$ cat src/rtl/mcu_port_unit.sv
module mcu_port_unit #(
  parameter int PORTS = 3,
  parameter int W     = 8,
  parameter int AW    = 5,
  parameter int BASE  = 5,
  parameter int SW    = 2
) (
  input  logic               clk,
  input  logic               rst,
  input  logic [AW-1:0]      bus_addr,
  input  logic [W-1:0]       bus_wdata,
  input  logic               bus_we,
  output logic [W-1:0]       bus_rdata,
  input  logic               ctl_load,
  input  logic [SW-1:0]      ctl_sel,
  input  logic [W-1:0]       acc,
  input  logic [PORTS*W-1:0] pin_in,
  output logic [PORTS*W-1:0] dat_out,
  output logic [PORTS*W-1:0] ctl_out,
  output logic [PORTS-1:0]   stb
);
  localparam int BUSW = PORTS * W;

  logic [BUSW-1:0]  in_q;
  logic [PORTS-1:0] hit;

  always_ff @(posedge clk) in_q <= pin_in;

  for (genvar i = 0; i < PORTS; i++) begin : g_port
    assign hit[i] = (bus_addr == AW'(BASE + i));

    always_ff @(posedge clk) begin
      if (rst) begin
        dat_out[i*W +: W] <= '0;
        ctl_out[i*W +: W] <= '1;
        stb[i]            <= 1'b0;
      end else begin
        stb[i] <= bus_we && hit[i];
        if (bus_we && hit[i]) dat_out[i*W +: W] <= bus_wdata;
        if (ctl_load && ctl_sel == SW'(i)) ctl_out[i*W +: W] <= acc;
      end
    end

    assert_write_R2: assert property (@(posedge clk) disable iff (rst)
      (bus_we && bus_addr == AW'(BASE + i)) |=>
        (dat_out[i*W +: W] == $past(bus_wdata)));
    assert_strobe_R3: assert property (@(posedge clk) disable iff (rst)
      (bus_we && bus_addr == AW'(BASE + i)) |=> stb[i]);
    assert_no_strobe_R3: assert property (@(posedge clk) disable iff (rst)
      !(bus_we && bus_addr == AW'(BASE + i)) |=> !stb[i]);
    assert_read_R4: assert property (@(posedge clk) disable iff (rst)
      (bus_addr == AW'(BASE + i)) |-> (bus_rdata == $past(pin_in[i*W +: W])));
    assert_ctl_load_R5: assert property (@(posedge clk) disable iff (rst)
      (ctl_load && ctl_sel == SW'(i)) |=> (ctl_out[i*W +: W] == $past(acc)));
    assert_ctl_hold_R7: assert property (@(posedge clk) disable iff (rst)
      !(ctl_load && ctl_sel == SW'(i)) |=> $stable(ctl_out[i*W +: W]));
    assert_dat_hold_R8: assert property (@(posedge clk) disable iff (rst)
      !(bus_we && bus_addr == AW'(BASE + i)) |=> $stable(dat_out[i*W +: W]));
  end

  always_comb begin
    bus_rdata = '0;
    for (int i = 0; i < PORTS; i++)
      if (hit[i]) bus_rdata = in_q[i*W +: W];
  end

  assert_reset_R1: assert property (@(posedge clk)
    rst |=> (ctl_out == '1 && dat_out == '0 && stb == '0));
  assert_sel_none_R6: assert property (@(posedge clk) disable iff (rst)
    (ctl_load && int'(ctl_sel) >= PORTS) |=> $stable(ctl_out));
  assert_strobe_onehot_R3: assert property (@(posedge clk) disable iff (rst)
    $onehot0(stb));
endmodule

$ cat config.mk
export PLATFORM = sky130hd
export DESIGN_NAME = mcu_port_unit
export DESIGN_NICKNAME = d
export VERILOG_FILES = /design/src/rtl/mcu_port_unit.sv
export SDC_FILE = /design/constraint.sdc
export NUM_CORES = 1
export LEC_CHECK = 0
export BUFFER_PORTS_ARGS = -buffer_cell sky130_fd_sc_hd__buf_4
export CAP_MARGIN = 20
export CORE_UTILIZATION = 47
export DETAILED_ROUTE_END_ITERATION = 6
export HOLD_SLACK_MARGIN = 0.06
export PLACE_DENSITY = 0.78
export SLEW_MARGIN = 20
export SYNTH_ARGS = -nofsm -noshare
export SYNTH_HDL_FRONTEND = slang
export SYNTH_SLANG_ARGS = --single-unit
$ cat constraint.sdc
create_clock -name clk -period 1.2 [get_ports clk]
set_input_delay 0.12 -clock clk [delete_from_list [all_inputs] [get_ports clk]]
set_output_delay 0.12 -clock clk [all_outputs]
set_load 0.005 [all_outputs]
==> reports/metrics.cfg <==
[cells_and_area]
layout_common_cells = buf_4, dfxtp_1, nand2_1
n_antenna_cell = 0
finalNonFillerCells = 469
area_delta_synth_final_pct = 58.5
fin_nets = 443
drive_gt1_frac = 0.383
final_common_cell = buf_4

[synthesis]
synth_warnings = 0
synthTopCellsByArea = dfxtp_1, mux2i_1, nand2b_1
synth_cell_types = 20
synth_area_mm2 = 0.00267
syn_inst = 249
ys_seq_area_frac = 0.563
avgSynthCellArea_um2 = 10.7
synth_top_cell_by_area = dfxtp_1
synth_nets = 300
synth-seq-cells = 75
synth_top_cell_area_share = 0.563

[grt]
grt_overflow = 0
grt_usage = 0.272
grt_pass1_wl_um = 12300
grt_pass1_vias = 2483
grt_max_degree = 60
antenna_found_initial = 0

[min_path]
hold-path-endpoint = dat_out[12]
hold_class = primary input to flop
hold_depth = 3
hold_path.startpoint = bus_wdata[4]

[route]
first_pass_iters = 4
via_count = 2289
wire_per_inst_um = 16.7
via_per_inst = 4.88
wl_um = 7840
ant_nets = 0
drc_errors = 0
drtIter0Drc = 97

[setup_path]
cp_slowest_cell = dfxtp_1
rr_worst_depth = 2
critPathBufInv = 1
worstPathMaxFanout = 1
reg2reg_to = ctl_out[3]
end_kind = primary output
critical-path-top-delay-family = flip-flops
regToRegSetupSlack_ns = 0.37
path_cells = mux2_4, a22oi_2, nor2_2, buf_4
r2r-start = ctl_out[3]
arrival_ns = 1.31
start_kind = flop
cp.required_ns = 1.08
critical-path-max-stage-delay_ns = 0.30
path_class = flop to primary output

[cts]
cts_tree = done
clockBufferDepth = 2
cts_buffers = 9
postCtsSetupRepairBufs = 0
clk_latency_ns = 0.34
clockRootBuffer = clkbuf_8
clkTransAtPathRegs_ns = 0.07
cts_max_level = 3
clock-sinks = 75

[sta]
rsz0062_at_grt = yes
hold_viol_final = 0
slew_viol_final = 0
layout_setup_ws_ns = -0.234
finalCriticalPeriod_ns = 1.43
tightest_slew_ns = 0.455
max_clock_freq_mhz = 697
maxSlewHeadroom = 0.696
period_share = 1.19
fin_skew_ns = 0
setup_violations = 8

[placement]
hpwl_um = 4420
io_buffers = 109
placed_cells = 421
gp_congestion = 0.789

[floorplanning]
fp-row-count = 27
dieArea_mm2 = 0.00598
start_util = 0.488
die_y_um = 77.4
core_mm2 = 0.00547
die_width_um = 77.4
pin_count = 110

[status]
status = finished, violations left
violations = setup timing

[power]
power_density_mw_per_mm2 = 1350
power.total_mw = 5.70
p_leak_nw = 1.98
ir_drop_mv = 0.786

[job]
drv_cap = 0

registers in the layout (all words and copies together) (netlist names):
name,count
ctl_out,24
dat_out,24
in_q,24
stb,3
worst register-to-register path: cells and delay by family, from the launching register on:
family | cells | cell delay [ns]
compound gates | 1 | 0.27
flops | 1 | 0.31
simple gates | 1 | 0.13
per-stage QoR:
step | cell area [um^2] | hold WS [ns] | setup WS (ns) | util | TNS [ns]
4_1_cts | 4220 | 0.0863 | -0.181 | 0.772 | -1.38
3_5_place_dp | 3570 | 0.226 | 0.0277 | 0.653 | 0
2_1_floorplan | 2670 | 0.148 | 0.213 | - | 0
5_1_grt | 4230 | 0.114 | -0.277 | 0.773 | -1.96
3_3_place_gp | 3570 | 0.225 | 0.0750 | 0.653 | 0
6_report | 4230 | 0.0913 | -0.234 | 0.773 | -1.55
report_power, final:
part,total [mW],internal [mW],switching [mW]
sequential,2.62,2.58,0.0436
combinational,0.617,0.376,0.241
clock,2.46,1.55,0.913
total,5.70,4.51,1.20
layer usage:
layer,up-vias,share of wire,track usage
met2,79,0.53,0.506
met3,19,0.050,0.0576
met5,-,0,0
li1,1117,-,-
met4,0,0.033,0.147
met1,1074,0.39,0.281
how the worst max path moves through the flow:
| stage | from | endpoint | slack (ns) | cells past startpoint |
|---|---|---|---|---|
| 3_3_place_gp | bus_addr[4] | dat_out[6] | 0.07 | 5 |
| 3_5_place_dp | bus_addr[4] | dat_out[3] | 0.03 | 5 |
| 2_1_floorplan | bus_addr[1] | bus_rdata[4] | 0.21 | 4 |
| 5_1_grt | in_q[2] | bus_rdata[2] | -0.28 | 4 |
| 6_report | in_q[2] | bus_rdata[2] | -0.23 | 4 |
| 4_1_cts | in_q[3] | bus_rdata[3] | -0.18 | 4 |
Yosys cell counts:
| library cell | n |
|---|---|
| a22oi_1 | 8 |
| buf_6 | 1 |
| nand2_1 | 33 |
| mux2i_1 | 24 |
| buf_2 | 5 |
| nand3b_1 | 18 |
| nand2b_1 | 32 |
| and4b_1 | 1 |
| buf_4 | 1 |
| nand3_1 | 1 |
| nor3b_4 | 1 |
| clkbuf_1 | 8 |
| a211o_1 | 8 |
| nand4_1 | 1 |
| dfxtp_1 | 75 |
| nor3b_2 | 1 |
| and3b_1 | 2 |
| nor2b_1 | 10 |
| nor2_1 | 11 |
| mux2_1 | 8 |
cell families after synthesis:
group / Yosys count / synth area share
mux: 32 / 0.124
flops: 75 / 0.563
buf+inv: 15 / 0.0277
simple gates: 111 / 0.237
compound gates: 16 / 0.0488
layout make-up:
type	instances	area (um^2)
fillers	367	1240
clock inverters	4	95.1
multi-input cells	159	1170
clock buffers	12	165
well taps	72	90.1
flip-flops and latches	75	1500
repair buffers	147	1210
what timing repair did:
item	in CTS	in global routing
hold endpoints to repair	48	0
setup endpoints to repair	8	8
gates resized for setup	16	3
hold buffers	32	0
pin swaps	11	8
Power figures use the tool's default switching activity.
